$ cat config.mk
export PLATFORM = sky130hd
export DESIGN_NAME = gpio_banked_regs
export DESIGN_NICKNAME = d
export VERILOG_FILES = /design/src/rtl/gpio_bank_pkg.sv /design/src/rtl/gpio_sync.sv /design/src/rtl/gpio_addr_dec.sv /design/src/rtl/gpio_reg_set.sv /design/src/rtl/gpio_banked_regs.sv
export SDC_FILE = /design/constraint.sdc
export NUM_CORES = 1
export LEC_CHECK = 0
export ABC_CLOCK_PERIOD_IN_PS = 5200
export BUFFER_PORTS_ARGS = -buffer_cell sky130_fd_sc_hd__buf_2
export CAP_MARGIN = 20
export CORE_MARGIN = 3
export CORE_UTILIZATION = 50
export CTS_CLUSTER_DIAMETER = 40
export DETAILED_ROUTE_END_ITERATION = 12
export PLACE_DENSITY = 0.77
export SYNTH_ARGS = -nofsm -noshare
export SYNTH_HDL_FRONTEND = slang
export SYNTH_HIERARCHICAL = 1
export SYNTH_SLANG_ARGS = --single-unit
$ cat constraint.sdc
create_clock -name clk -period 5.2 [get_ports clk]
set_clock_uncertainty 0.15 [all_clocks]
set_input_delay 1.04 -clock clk [delete_from_list [all_inputs] [get_ports clk]]
set_output_delay 1.04 -clock clk [all_outputs]
set_load 0.02 [all_outputs]
$ cat src/rtl/gpio_bank_pkg.sv
package gpio_bank_pkg;
   // word positions inside one register set; the order is part of the address map
   localparam int unsigned WORD_BYTES = 4;
   localparam int unsigned W_DIR = 0;
   localparam int unsigned W_OUT = 1;
   localparam int unsigned W_SET = 2;
   localparam int unsigned W_CLR = 3;
   localparam int unsigned W_IN  = 4;
   localparam int unsigned DATA_WORDS = 5;
endpackage

$ cat src/rtl/gpio_sync.sv
module gpio_sync #(
   parameter int unsigned WIDTH  = 32,
   parameter int unsigned STAGES = 2
) (
   input  logic             clk,
   input  logic             rst_n,
   input  logic [WIDTH-1:0] d,
   output logic [WIDTH-1:0] q
);
   logic [WIDTH-1:0] stg [STAGES];

   for (genvar i = 0; i < STAGES; i++) begin : g_stage
      if (i == 0) begin : g_first
         always_ff @(posedge clk or negedge rst_n)
            if (!rst_n) stg[0] <= '0;
            else        stg[0] <= d;
      end else begin : g_next
         always_ff @(posedge clk or negedge rst_n)
            if (!rst_n) stg[i] <= '0;
            else        stg[i] <= stg[i-1];
      end
   end

   assign q = stg[STAGES-1];
endmodule

$ cat src/rtl/gpio_addr_dec.sv
module gpio_addr_dec #(
   parameter int unsigned NUM_SETS    = 3,
   parameter int unsigned ADDR_W      = 8,
   parameter int unsigned BASE_OFFSET = 16,
   parameter int unsigned SET_STRIDE  = 40,
   parameter int unsigned WORD_W      = 4
) (
   input  logic [ADDR_W-1:0]   addr,
   output logic [NUM_SETS-1:0] set_hit,
   output logic [WORD_W-1:0]   word
);
   localparam int unsigned XW = ADDR_W + 1;

   logic [XW-1:0] addr_x;
   assign addr_x = {1'b0, addr};

   for (genvar s = 0; s < NUM_SETS; s++) begin : g_win
      localparam logic [XW-1:0] LO = XW'(BASE_OFFSET + s*SET_STRIDE);
      localparam logic [XW-1:0] HI = XW'(BASE_OFFSET + (s+1)*SET_STRIDE);
      assign set_hit[s] = (addr_x >= LO) && (addr_x < HI) && (addr[1:0] == 2'b00);
   end

   always_comb begin
      word = '0;
      for (int s = 0; s < NUM_SETS; s++) begin
         logic [XW-1:0] rel;
         rel = addr_x - XW'(BASE_OFFSET + s*SET_STRIDE);
         if (set_hit[s]) word = WORD_W'(rel >> 2);
      end
   end
endmodule

$ cat src/rtl/gpio_reg_set.sv
module gpio_reg_set
   import gpio_bank_pkg::*;
#(
   parameter int unsigned PINS        = 32,
   parameter int unsigned WORD_W      = 4,
   parameter int unsigned SYNC_STAGES = 2
) (
   input  logic              clk,
   input  logic              rst_n,
   input  logic              wr_en,
   input  logic [WORD_W-1:0] word,
   input  logic [PINS-1:0]   wdata,
   input  logic [PINS-1:0]   pad_in,
   output logic [PINS-1:0]   rdata,
   output logic [PINS-1:0]   pad_out,
   output logic [PINS-1:0]   pad_oe
);
   logic [PINS-1:0] dir_q, lat_q, lat_d, in_sync;
   logic [PINS-1:0] set_mask, clr_mask;
   logic            wr_dir, wr_out;

   assign wr_dir   = wr_en && (word == WORD_W'(W_DIR));
   assign wr_out   = wr_en && (word == WORD_W'(W_OUT));
   assign set_mask = (wr_en && (word == WORD_W'(W_SET))) ? wdata : '0;
   assign clr_mask = (wr_en && (word == WORD_W'(W_CLR))) ? wdata : '0;

   // clear wins over set on a shared bit
   always_comb begin
      if (wr_out) lat_d = wdata;
      else        lat_d = (lat_q | set_mask) & ~clr_mask;
   end

   always_ff @(posedge clk or negedge rst_n) begin
      if (!rst_n) begin
         dir_q <= '1;
         lat_q <= '0;
      end else begin
         if (wr_dir) dir_q <= wdata;
         lat_q <= lat_d;
      end
   end

   gpio_sync #(.WIDTH(PINS), .STAGES(SYNC_STAGES)) u_sync (
      .clk   (clk),
      .rst_n (rst_n),
      .d     (pad_in),
      .q     (in_sync)
   );

   always_comb begin
      unique case (word)
         WORD_W'(W_DIR): rdata = dir_q;
         WORD_W'(W_OUT),
         WORD_W'(W_SET),
         WORD_W'(W_CLR): rdata = lat_q;
         WORD_W'(W_IN):  rdata = in_sync;
         default:        rdata = '0;
      endcase
   end

   assign pad_out = lat_q;
   assign pad_oe  = ~dir_q;
endmodule

$ cat src/rtl/gpio_banked_regs.sv
module gpio_banked_regs
   import gpio_bank_pkg::*;
#(
   parameter int unsigned NUM_SETS    = 3,
   parameter int unsigned PINS        = 32,
   parameter int unsigned ADDR_W      = 8,
   parameter int unsigned BASE_OFFSET = 16,
   parameter int unsigned SET_STRIDE  = 40,
   parameter int unsigned SYNC_STAGES = 2
) (
   input  logic                     clk,
   input  logic                     rst_n,
   input  logic                     bus_sel,
   input  logic                     bus_we,
   input  logic [ADDR_W-1:0]        bus_addr,
   input  logic [PINS-1:0]          bus_wdata,
   output logic [PINS-1:0]          bus_rdata,
   input  logic [NUM_SETS*PINS-1:0] pad_in,
   output logic [NUM_SETS*PINS-1:0] pad_out,
   output logic [NUM_SETS*PINS-1:0] pad_oe
);
   localparam int unsigned STRIDE_WORDS = SET_STRIDE / WORD_BYTES;
   localparam int unsigned WORD_W       = $clog2(STRIDE_WORDS);
   localparam int unsigned MAP_END      = BASE_OFFSET + NUM_SETS*SET_STRIDE;

   if (NUM_SETS < 1) begin : g_bad_sets
      $error("NUM_SETS must be at least 1");
   end
   if (PINS < 1 || PINS > 32) begin : g_bad_pins
      $error("PINS must be 1..32");
   end
   if (SET_STRIDE % WORD_BYTES != 0 || STRIDE_WORDS < DATA_WORDS) begin : g_bad_stride
      $error("SET_STRIDE must be word aligned and hold the data words");
   end
   if (BASE_OFFSET % WORD_BYTES != 0) begin : g_bad_base
      $error("BASE_OFFSET must be word aligned");
   end
   if (MAP_END > (1 << ADDR_W)) begin : g_bad_map
      $error("register sets do not fit in ADDR_W");
   end
   if (SYNC_STAGES < 2) begin : g_bad_sync
      $error("SYNC_STAGES must be at least 2");
   end

   logic [NUM_SETS-1:0] set_hit;
   logic [WORD_W-1:0]   word;
   logic [PINS-1:0]     rd_w [NUM_SETS];

   gpio_addr_dec #(
      .NUM_SETS    (NUM_SETS),
      .ADDR_W      (ADDR_W),
      .BASE_OFFSET (BASE_OFFSET),
      .SET_STRIDE  (SET_STRIDE),
      .WORD_W      (WORD_W)
   ) u_dec (
      .addr    (bus_addr),
      .set_hit (set_hit),
      .word    (word)
   );

   for (genvar s = 0; s < NUM_SETS; s++) begin : g_set
      gpio_reg_set #(
         .PINS        (PINS),
         .WORD_W      (WORD_W),
         .SYNC_STAGES (SYNC_STAGES)
      ) u_set (
         .clk     (clk),
         .rst_n   (rst_n),
         .wr_en   (bus_sel && bus_we && set_hit[s]),
         .word    (word),
         .wdata   (bus_wdata),
         .pad_in  (pad_in[s*PINS +: PINS]),
         .rdata   (rd_w[s]),
         .pad_out (pad_out[s*PINS +: PINS]),
         .pad_oe  (pad_oe[s*PINS +: PINS])
      );
   end

   always_comb begin
      bus_rdata = '0;
      if (bus_sel && !bus_we)
         for (int s = 0; s < NUM_SETS; s++)
            if (set_hit[s]) bus_rdata = bus_rdata | rd_w[s];
   end
endmodule

==> results.json <==
{
  "drtIter0Drc": 1583,
  "fin_cells": 2304,
  "start_util_pct": 51.2,
  "max-vdd-ir-drop_mv": 0.358,
  "overflow": 0,
  "max_freq_mhz": 193,
  "synth_seq_area_share_pct": 54.5,
  "rsz0062_at_grt": "yes",
  "leakage_nw": 10.4,
  "place_congestion": 0.984,
  "placed_cell_area_um2": 19500,
  "utilization_pct": 64.3,
  "die_x_um": 195,
  "synth_ff_type": "dfrtp_1",
  "fp.dieArea_um2": 38000,
  "synth_area_leader_cell": "dfrtp_1",
  "min_period_over_period_pct": 99.8,
  "synth_edf_count": 0,
  "netlist.area_leader.share_pct": 40.4,
  "netSwitchingPower_mw": 2.49,
  "dp_cells": 2155,
  "end_kind": "primary output",
  "via_count": 13430,
  "required_ps": 4010,
  "ios": 364,
  "crit_fanout": 10,
  "tightest_slew_ps": 1080,
  "crit_arrival_ps": 4000,
  "slew_viol_final": 0,
  "cts_tree": "done",
  "p_clk_share_pct": 41.8,
  "clk_pin_slew_ps": 60,
  "synthTopCellsByArea": "dfrtp_1, dfstp_2, mux2_4",
  "routedWlPerCell_um": 25.0,
  "startpoint": "bus_addr[4]",
  "power_frac_comb_pct": 17.9,
  "fin_tns_setup_ps": 0,
  "hold_buffers": 0,
  "wl_um": 57600,
  "synthesis.nets": 1625,
  "insertion_delay_ps": 590,
  "ys_warn_count": 6,
  "cts_sinks": 384,
  "relSlewSlack_pct": 28.2,
  "layout.nets": 1943,
  "drcViolationCount": 0,
  "grt_pass1_wl_um": 83700,
  "hold_ws_ps": 193,
  "crit_slowest_cell": "or3b_4",
  "grt_max_degree": 117,
  "syn-instance-count": 1480,
  "dpl.hpwl_um": 36900,
  "period_needed_ps": 5190,
  "core_um2": 34900,
  "r2r-start": "g_set[0].u_set/dir_q[14]",
  "dr.pass1.iters": 10,
  "power_density_nw_per_um2": 391,
  "pwr-share-seq_pct": 40.3,
  "cts_root_buf": "clkbuf_16",
  "status": "completed",
  "portBuffers": 363,
  "avgSynthCellArea_um2": 12.1,
  "critPathKind": "in -> out",
  "area_delta_synth_final_pct": 25.6,
  "netlist_top_cells_count": "dfrtp_1, buf_4, inv_1",
  "via_per_inst": 5.83,
  "die_h_um": 195,
  "ant_nets": 0,
  "yosysMostFrequentCell": "dfrtp_1",
  "synth-seq-cells": 384,
  "hold_viol": 0,
  "cts_buffers": 52,
  "swShare_pct": 28.5,
  "intPower_mw": 6.27,
  "setup_viol": 0,
  "synth_cell_types": 40,
  "htree_levels": 2,
  "crit_path_start_kind": "input port",
  "drv_cap": 0,
  "design_area_um2": 22400,
  "synthArstFlopShare_pct": 100,
  "max_stage_delay_ps": 380,
  "clockBufferDepth": 3,
  "grt_pass1_vias": 13255,
  "min_from": "g_set[0].u_set/u_sync/stg[58]",
  "cp_top_family": "compound AO/OA/AOI/OAI gates",
  "antenna_found_initial": 6,
  "drive_gt1_share_pct": 47.2,
  "grt_usage_pct": 28.6,
  "hold_path.class": "reg -> reg",
  "row_count": 68,
  "synth_area_um2": 17900,
  "critPathBufInv": 5,
  "crit_chain": "buf_8 -> buf_6 -> ha_4 -> or3b_4 -> a211oi_4 -> nor2b_4 -> a22o_4 -> mux2_4 -> buf_4 -> clkbuf_16 -> mux2_4 -> nand2_1 -> a21oi_1 -> a222oi_1 -> nor2_1 -> buf_4"
}
==> state kept, by name, summed over array words and instances, names as in the netlist <==
signal / flops
g_set.u_set/dir_q: 96
g_set.u_set/u_sync/stg: 96
g_set.u_set/u_sync/q: 96
g_set.u_set/pad_out: 96
==> layout make-up <==
class | count | area, µm²
inverters | 103 | 394
diodes | 7 | 17.5
repair buffers | 463 | 3170
clock buffers | 64 | 1400
well taps | 455 | 569
flip-flops and latches | 384 | 9730
fillers | 2669 | 12500
multi-input cells | 794 | 6720
clock inverters | 34 | 415
==> power groups by stage <==
stage / Combinational (mW) / Sequential [mW] / Clock [mW]
final: 1.57 / 3.53 / 3.66
after global routing: 1.66 / 3.56 / 3.85
after CTS: 1.46 / 3.52 / 3.72
after detailed placement: 1.41 / 3.57 / 0
after global placement: 1.40 / 3.56 / 0
after floorplan: 0.868 / 3.53 / 0
==> metrics by stage <==
stage,setup slack (ps),power (mW)
floorplan,109,4.40
global placement,-153,4.95
detailed placement,-319,4.98
CTS,22.7,8.70
global route,-123,9.07
finish,10.3,8.76
==> cell families after synthesis <==
| kind of cell | Yosys count | synth area share [%] |
|---|---|---|
| flip-flops | 384 | 54.5 |
| buffers and inverters | 307 | 10.2 |
| XOR/XNOR | 3 | 0.147 |
| multiplexers | 193 | 14.1 |
| AND/OR/NAND/NOR | 255 | 8.15 |
| adder cells (fa/ha/maj) | 5 | 0.350 |
| AO/OA/AOI/OAI | 333 | 12.5 |
==> layer usage <==
metal / global-route usage, % / vias up / wire length (µm)
met2: 40.7 / 802 / 24900
met3: 7.02 / 140 / 5630
met5: 0 / - / 0
li1: - / 5734 / -
met1: 41.9 / 6754 / 24700
met4: 12.4 / 0 / 2410
==> placed cells by master (no fill, tap or decap), types with 7 or more instances in the layout <==
cell / n
dfstp_2: 96
clkinvlp_4: 7
diode_2: 7
mux2_1: 48
buf_2: 338
mux2_4: 119
nand2_1: 81
mux2_2: 27
buf_4: 77
buf_6: 12
nand2_2: 14
o21ai_0: 33
a21oi_2: 22
inv_1: 101
buf_12: 20
clkinv_4: 7
a222oi_1: 32
nand3b_1: 97
dfrtp_1: 288
nor2_1: 32
o21ai_1: 63
clkbuf_16: 59
clkbuf_1: 7
a21oi_1: 75
a22o_1: 96
==> worst paths after layout <==
path / cells past startpoint / to / slack (ps)
hold / removal: 0 / g_set[0].u_set/u_sync/q[26] / 190
setup / recovery: 16 / bus_rdata[28] / 10
hold reg to reg: 0 / g_set[0].u_set/u_sync/q[26] / 190
min in group asynchronous: 1 / g_set[2].u_set/u_sync/stg[61] / 390
max in group asynchronous: 2 / g_set[0].u_set/dir_q[26] / 3420
setup reg to reg: 1 / g_set[0].u_set/dir_q[14] / 4260
==> timing repair <==
| item | 4_1_cts | 5_1_grt |
|---|---|---|
| cloned | 9 | 9 |
| pin swaps | 14 | 46 |
| gates resized for setup | 25 | 124 |
| endpoints found under the setup margin | 32 | 32 |
| buffers inserted | 11 | 21 |
(Power assumes the default switching activity.)
